<file path="src/rtl/ctu_pkg.sv">
package ctu_pkg;

   typedef enum logic [2:0] {
      OP_JMP_DIR = 3'd0,
      OP_JMP_REG = 3'd1,
      OP_BR_EQ   = 3'd2,
      OP_BR_NE   = 3'd3,
      OP_BR_LT   = 3'd4,
      OP_BR_GE   = 3'd5,
      OP_BR_LTU  = 3'd6,
      OP_BR_GEU  = 3'd7
   } xfer_op_e;

   // Comparator implementation choices
   localparam int CMP_OPERATORS  = 0;
   localparam int CMP_SUBTRACTOR = 1;

   function automatic logic op_is_jump(input xfer_op_e op);
      return (op == OP_JMP_DIR) || (op == OP_JMP_REG);
   endfunction

   function automatic logic op_uses_rs1_base(input xfer_op_e op);
      return op == OP_JMP_REG;
   endfunction

endpackage

</file>
<file path="src/rtl/ctu_target_gen.sv">
module ctu_target_gen
   import ctu_pkg::*;
#(
   parameter int XLEN = 64
) (
   input  xfer_op_e          op_i,
   input  logic [XLEN-1:0]   pc_i,
   input  logic [XLEN-1:0]   rs1_i,
   input  logic [XLEN-1:0]   imm_i,
   output logic [XLEN-1:0]   target_o
);

   localparam int LSB_W = 1;

   logic [XLEN-1:0] base;
   logic [XLEN-1:0] sum;
   logic            reg_form;

   always_comb begin
      reg_form = op_uses_rs1_base(op_i);
      base     = reg_form ? rs1_i : pc_i;
      sum      = base + imm_i;
   end

   // Register-form target has its lowest bit forced to zero before any check
   always_comb begin
      target_o = sum;
      if (reg_form) begin
         target_o[LSB_W-1:0] = '0;
      end
   end

endmodule

</file>
<file path="src/rtl/ctu_branch_cmp.sv">
module ctu_branch_cmp
   import ctu_pkg::*;
#(
   parameter int XLEN      = 64,
   parameter int CMP_STYLE = CMP_SUBTRACTOR
) (
   input  xfer_op_e          op_i,
   input  logic [XLEN-1:0]   a_i,
   input  logic [XLEN-1:0]   b_i,
   output logic              cond_o
);

   localparam int MSB = XLEN - 1;

   logic eq;
   logic lt_s;
   logic lt_u;

   assign eq = (a_i == b_i);

   generate
      if (CMP_STYLE == CMP_SUBTRACTOR) begin : g_sub
         logic [XLEN:0] diff;
         logic          borrow;
         always_comb begin
            diff   = {1'b0, a_i} - {1'b0, b_i};
            borrow = diff[XLEN];
            lt_u   = borrow;
            // Differing signs decide directly; equal signs fall back to the borrow
            lt_s   = (a_i[MSB] != b_i[MSB]) ? a_i[MSB] : borrow;
         end
      end else begin : g_ops
         always_comb begin
            lt_u = a_i < b_i;
            lt_s = $signed(a_i) < $signed(b_i);
         end
      end
   endgenerate

   always_comb begin
      unique case (op_i)
         OP_BR_EQ:  cond_o = eq;
         OP_BR_NE:  cond_o = !eq;
         OP_BR_LT:  cond_o = lt_s;
         OP_BR_GE:  cond_o = !lt_s;
         OP_BR_LTU: cond_o = lt_u;
         OP_BR_GEU: cond_o = !lt_u;
         default:   cond_o = 1'b0;
      endcase
   end

endmodule

</file>
<file path="src/rtl/ctu_align_chk.sv">
module ctu_align_chk #(
   parameter int XLEN        = 64,
   parameter bit ZERO_NOFLT  = 1'b1
) (
   input  logic              check_en_i,
   input  logic              c_ext_en_i,
   input  logic [XLEN-1:0]   target_i,
   output logic              misalign_o,
   output logic [XLEN-1:0]   fault_addr_o
);

   localparam int HALF_BIT = 1;

   // Bit 1 set means the target is only 2-byte aligned
   assign misalign_o = check_en_i && !c_ext_en_i && target_i[HALF_BIT];

   generate
      if (ZERO_NOFLT) begin : g_zero
         assign fault_addr_o = misalign_o ? target_i : '0;
      end else begin : g_pass
         assign fault_addr_o = target_i;
      end
   endgenerate

endmodule

</file>
<file path="src/rtl/ctu_xfer_unit.sv">
module ctu_xfer_unit
   import ctu_pkg::*;
#(
   parameter int XLEN      = 64,
   parameter int RIDX_W    = 5,
   parameter int CMP_STYLE = CMP_SUBTRACTOR
) (
   input  logic              xfer_valid_i,
   input  logic [2:0]        xfer_op_i,
   input  logic [XLEN-1:0]   pc_i,
   input  logic [XLEN-1:0]   seq_pc_i,
   input  logic [XLEN-1:0]   rs1_val_i,
   input  logic [XLEN-1:0]   rs2_val_i,
   input  logic [XLEN-1:0]   imm_i,
   input  logic [RIDX_W-1:0] rd_idx_i,
   input  logic              c_ext_en_i,
   output logic [XLEN-1:0]   next_pc_o,
   output logic              redirect_o,
   output logic              taken_o,
   output logic              rd_we_o,
   output logic [RIDX_W-1:0] rd_idx_o,
   output logic [XLEN-1:0]   rd_data_o,
   output logic              misalign_o,
   output logic [XLEN-1:0]   fault_addr_o
);

   generate
      if (XLEN != 32 && XLEN != 64) begin : g_bad_xlen
         $error("ctu_xfer_unit: XLEN must be 32 or 64");
      end
      if (RIDX_W < 1 || RIDX_W > 6) begin : g_bad_ridx
         $error("ctu_xfer_unit: RIDX_W out of range");
      end
      if (CMP_STYLE != CMP_OPERATORS && CMP_STYLE != CMP_SUBTRACTOR) begin : g_bad_cmp
         $error("ctu_xfer_unit: unknown CMP_STYLE");
      end
   endgenerate

   xfer_op_e        op;
   logic            is_jump;
   logic            cond_true;
   logic [XLEN-1:0] target;
   logic            fault;
   logic            go;

   assign op      = xfer_op_e'(xfer_op_i);
   assign is_jump = op_is_jump(op);

   ctu_target_gen #(.XLEN(XLEN)) u_tgt (
      .op_i     (op),
      .pc_i     (pc_i),
      .rs1_i    (rs1_val_i),
      .imm_i    (imm_i),
      .target_o (target)
   );

   ctu_branch_cmp #(.XLEN(XLEN), .CMP_STYLE(CMP_STYLE)) u_cmp (
      .op_i   (op),
      .a_i    (rs1_val_i),
      .b_i    (rs2_val_i),
      .cond_o (cond_true)
   );

   ctu_align_chk #(.XLEN(XLEN), .ZERO_NOFLT(1'b1)) u_aln (
      .check_en_i   (taken_o),
      .c_ext_en_i   (c_ext_en_i),
      .target_i     (target),
      .misalign_o   (fault),
      .fault_addr_o (fault_addr_o)
   );

   always_comb begin
      taken_o    = xfer_valid_i && (is_jump || cond_true);
      misalign_o = fault;
      go         = taken_o && !fault;
      redirect_o = go;
      next_pc_o  = go ? target : seq_pc_i;
      // Link value comes from the incoming sequential PC, before any rd update
      rd_data_o  = seq_pc_i;
      rd_idx_o   = rd_idx_i;
      rd_we_o    = go && is_jump && (rd_idx_i != '0);
   end

endmodule

</file>
<file path="config.mk">
export PLATFORM = sky130hd
export DESIGN_NAME = ctu_xfer_unit
export DESIGN_NICKNAME = d
export VERILOG_FILES = /design/src/rtl/ctu_pkg.sv /design/src/rtl/ctu_target_gen.sv /design/src/rtl/ctu_branch_cmp.sv /design/src/rtl/ctu_align_chk.sv /design/src/rtl/ctu_xfer_unit.sv
export SDC_FILE = /design/constraint.sdc
export NUM_CORES = 1
export LEC_CHECK = 0
export ABC_CLOCK_PERIOD_IN_PS = 7200
export BUFFER_PORTS_ARGS = -buffer_cell sky130_fd_sc_hd__buf_2
export CORE_AREA = 2 2 207 209
export DETAILED_ROUTE_END_ITERATION = 12
export DIE_AREA = 0 0 209 211
export PLACE_DENSITY = 0.51
export SLEW_MARGIN = 20
export SYNTH_ARGS = -nofsm -noshare
export SYNTH_HDL_FRONTEND = slang
export SYNTH_SLANG_ARGS = --single-unit
</file>
<file path="constraint.sdc">
create_clock -name vclk -period 7.2
set_input_delay 1.44 -clock vclk [all_inputs]
set_output_delay 1.44 -clock vclk [all_outputs]
set_load 0.05 [all_outputs]
</file>
# Yosys cells after proc, flatten, opt, wreduce, memory -nomap -nowiden

Cells that the tools add are included.

RAM bits: 0
Word-level logic and storage cells: 32
Register bits after elaboration: 0
ROM bits: 0
Input port bits: 330
Output and inout bits: 201
Latch bits: 0
Memories kept: 0

Order comparisons: 0
Multiplexer cells: 6
Reductions and logical operators: 15
Multipliers: 0
Equality and inequality tests: 9
Divide/modulo/power cells: 0
Add/sub/neg operators: 2
Shift operators: 0
Bitwise logic cells: 0

Operator list:

| operator           | number |
|---|---|
| $mux 64            | 3 |
| $sub 64x64->65     | 1 |
| $add 64x64->64     | 1 |
| $eq 64x64->1       | 1 |
| $eq 3x3->1 const B | 4 |
| $eq 3x2->1 const B | 2 |
| $logic_and 1x1->1  | 6 |
| $pmux 1 s6         | 1 |
| $logic_not 1->1    | 5 |
| $reduce_bool 5->1  | 1 |
| $eq 3x1->1 const B | 1 |
| $logic_not 3->1    | 1 |
| $logic_or 1x1->1   | 2 |
| $mux 1             | 2 |
| $ne 1x1->1         | 1 |

# Longest topological paths before layout

Depth after elaboration: 12
Mapped depth: 17
Mapped depth without buffers: 15

# Hierarchy

Synthesis repeated with hierarchy kept, for this count alone.

Cells, all modules: 1,127
Area, all modules: 8,778.4 um^2

By module, submodules not included:

| module         | cells each | area each (um^2) | times used |
|---|---|---|---|
| ctu_target_gen | 653        | 4,664.5          | 1 |
| ctu_branch_cmp | 241        | 1,751.7          | 1 |
| ctu_xfer_unit  | 147        | 1,551.5          | 1 |
| ctu_align_chk  | 86         | 810.8            | 1 |

# Worst setup path after synthesis

Ideal clock, no wire load.

Kind: input-to-output
Start: input xfer_op_i[0]
End: output rd_we_o
Stages on the path: 13
Slack: -782 ps
Arrival: 6,542 ps
Cell sequence: inv_1 nor3_1 clkbuf_1 clkbuf_1 mux2_2 ha_1 inv_1 fa_1 nor2_1 a2111o_1 or2_1 buf_6 a2111oi_0

Word-level cells in the longest chain between the ends: 10
Elaborated cells between the ends (all ways): 20
Classes of those cells: 1 x add/sub; 7 x eq/ne; 2 x mux; 10 x reduce/logical

RTL lines:

| element                                                | line                | source |
|---|---|---|
| start: declaration                                     | ctu_xfer_unit.sv:9  | `input logic [2:0] xfer_op_i,` |
| branches (longest 8 deep; another with $add 64x64->64) | n/a                 |  |
| $logic_and 1x1->1 (*) (2 in series)                    | ctu_xfer_unit.sv:81 | `rd_we_o = go && is_jump && (rd_idx_i != '0);` |
| end: declaration                                       | ctu_xfer_unit.sv:20 | `output logic rd_we_o,` |

Mark *: on every way between the ends.

# Worst setup path after layout

Start: input xfer_op_i[0]
End: output next_pc_o[63]

Word-level cells in the longest chain between the ends: 9
Elaborated cells between the ends (all ways): 19
Classes of those cells: 1 x add/sub; 7 x eq/ne; 3 x mux; 8 x reduce/logical

RTL lines:

| element                                                | line                | source |
|---|---|---|
| branches (longest 8 deep; another with $add 64x64->64) | n/a                 |  |
| $mux 64 (*)                                            | ctu_xfer_unit.sv:77 | `next_pc_o = go ? target : seq_pc_i;` |
| end: declaration                                       | ctu_xfer_unit.sv:17 | `output logic [XLEN-1:0] next_pc_o,` |

Marks and branches as above.

==> metrics.csv <==
metric;value;unit
status;finished clean;
Crit-path slowest cell;or3_1;
CP arrival;5.52;ns
global-route wire length before repair;59400;um
Synth Area in Compound Gates;23.3;%
TNS Setup;0;ns
area of the multi-input gates;0.00708;mm2
Pleak;6.25;nW
largest family of logic cells by synthesized area;compound AO/OA/AOI/OAI gates;
layout cells sized above 1;42.9;%
Iteration-0 DRC Markers;442;
GRT Resource Usage Total;17.4;%
post-synth cell types;65;
relative slew slack;55.9;%
largest net degree at the start of global routing;44;
Die H;211;um
Hold Startpoint;seq_pc_i[61];
Detailed Route WL;41100;um
post-synthesis adder-cell area fraction;19.7;%
Worst Hold Class;input port to primary output;
post-synthesis xor/xnor area fraction;5.80;%
grt ovf;0;
Nets;2121;
CP required;5.76;ns
antenna violations before repair;4;
drt drc;0;
CP Cell Sequence;buf_2 -> inv_1 -> nor3_4 -> buf_12 -> buf_6 -> mux2_2 -> ha_1 -> a21oi_1 -> o21ai_0 -> or3_1 -> o22ai_4 -> buf_4 -> a21oi_1 -> o31ai_1 -> buf_4 -> xor2_1 -> mux2_2 -> buf_2;
Routability Congestion;0.908;
worst setup path start;xfer_op_i[0];
Vias;10200;
vias per inst;4.65;
P per Cell Area;122;mW/mm2
Tot Pwr;1.41;mW
Syn Std Cell Area;0.00816;mm2
Mapped Nets;1632;
Tightest Pin Transition;0.655;ns
YS warnings;0;
register area share after synthesis;0;%
placed cell count;2195;
final core occ;27.7;%
row count;75;
port buffer count;531;
crit-path max FO;17;
startpoint types;input port;
drt pass-1 iters;5;
Final setup viols;0;
vias in the first global route;10100;
Max Clk Rate;144;MHz
slowest stage delay, CP;0.41;ns
mux contribution to synthesized area;16.5;%
VDD IR max;0.0000485;V
Tcrit/Tclk final;96.7;%
Post-Synthesis Cells;1174;
min Tclk post-route;6.96;ns
Area growth syn-to-layout;42.0;%
Detail Route Antenna Nets;0;
RSZ-0062 raised after global routing;yes;
core footprint;0.0418;mm2
endpoints failing hold;0;
crit path to;next_pc_o[63];
fill count;4660;
Synth Area in Simple Gates;19.2;%
Register Area;0;um2
final std cells w/o fill;2203;
critical setup path kind;input port to primary output;
final slew viol count;0;
dpl hpwl;36700;um
CP Capture Type;primary output;
Die Span X;209;um
Avg Inst Size Synth;6.95;um2
die area;0.0441;mm2
sequential cells;0;
routed len/inst;18.7;um
num ports;531;
hold_buf cts;0;
Initial Util;19.5;%
max capacitance violation total;0;
clkbuf count;0;
[stage by stage]
step / setup WS, ns / cell area (um2) / hold WS, ns
3_5_place_dp: -0.198 / 11400 / 3.18
3_3_place_gp: -0.211 / 11400 / 3.18
5_1_grt: -0.0713 / 11600 / 3.18
2_1_floorplan: -0.114 / 8210 / 3.05
4_1_cts: 0.00315 / 11400 / 3.18
6_report: 0.236 / 11600 / 3.18
[cells in the final DEF, fill, tap and decap left out, types with 4 or more instances in the layout]
master    count
inv_1       135
a31oi_1       8
or2_2         5
and2_1       12
nor3_2        4
and3_1       13
clkbuf_4      7
mux2_2       69
xnor2_1      27
o21ai_0      56
o31ai_2       5
a21oi_1      98
mux2i_1      55
buf_12        8
a211oi_1      6
o21ai_1       4
nor3_1       12
buf_2       520
xor2_1       25
nand2b_1     10
nand4_1      22
o21bai_1      5
o31ai_1       5
ha_1        124
nand2_1      84
o211ai_1     13
nor4_1        7
a211o_1       6
nor2_1       98
o21a_1       13
a21boi_0      4
a21o_1       28
nor2b_1      10
or3_1         7
buf_4        60
nand3_1      21
[power breakdown]
group | switching (mW) | internal, mW | total [mW]
sequential | 0 | 0 | 0
clock | 0 | 0.0000000559 | 0.0000000559
combinational | 0.925 | 0.484 | 1.41
[critical path, delay by kind of cell]
kind | cells | cell delay, ns
AOI/OAI and AO/OA | 5 | 1.31
xor gates and xnor gates | 1 | 0.17
adders and majority gates | 1 | 0.31
buffers and inverters | 7 | 1.14
muxes | 2 | 0.53
and+or+nand+nor | 2 | 0.57
[cell families after synthesis]
family | Yosys count
AND/OR/NAND/NOR | 323
AO/OA/AOI/OAI | 297
buffers and inverters | 246
adder cells (fa/ha/maj) | 128
multiplexers | 126
XOR/XNOR | 54
[how the worst min path moves through the flow]
stage,cells after the start,to,slack [ns]
4_1_cts,2,rd_data_o[12],3.18
6_report,2,rd_data_o[61],3.18
2_1_floorplan,1,rd_data_o[0],3.05
3_3_place_gp,2,rd_data_o[20],3.18
3_5_place_dp,2,rd_data_o[61],3.18
5_1_grt,2,rd_data_o[20],3.18
[synthesized netlist by cell type (4+ instances only)]
cell	instances	area, um2
inv_1	135	507
ha_1	127	1590
a21oi_1	101	505
nor2_1	98	368
nand2_1	84	315
buf_4	73	548
mux2_2	69	777
o21ai_0	60	300
mux2i_1	57	571
clkbuf_1	29	109
xnor2_1	29	254
a21o_1	28	210
xor2_1	25	219
nand4_1	22	138
nand3_1	21	105
nor3_1	17	85.1
and3_1	13	81.3
o211ai_1	13	97.6
o21a_1	13	97.6
and2_1	12	75.1
nand2b_1	10	62.6
nor2b_1	10	62.6
o31ai_1	10	75.1
a211oi_1	8	60.1
a31oi_1	8	50.1
nor4_1	7	43.8
or3_1	7	43.8
a211o_1	6	52.6
o21bai_1	6	45.0
or2_2	5	31.3
a21boi_0	4	30.0
a221oi_1	4	35.0
buf_2	4	20.0
nor3b_1	4	30.0
o211a_1	4	40.0
o311ai_0	4	35.0
[cell type report]
type               instances  share of cell area (%)
multi-input cells        928                    61.1
repair buffers           597                    28.6
well taps                539                    5.82
inverters                136                    4.43
diodes                     3                  0.0648
[what timing repair did]
item                       in CTS  in global routing
setup endpoints to repair      11                 31
cloned                          1                  0
pin swaps                       4                  5
buffers inserted                2                  2
gates resized for setup         7                 32
[metal layers]
layer | global-route usage (%) | routed length [um] | up-vias
li1 | - | - | 5097
met1 | 23.2 | 18800 | 4788
met2 | 31.5 | 20300 | 327
met3 | 1.01 | 1550 | 25
met4 | 2.14 | 512 | 0
met5 | 0 | 0 | -
No activity file was read; power rests on OpenSTA's default activity.
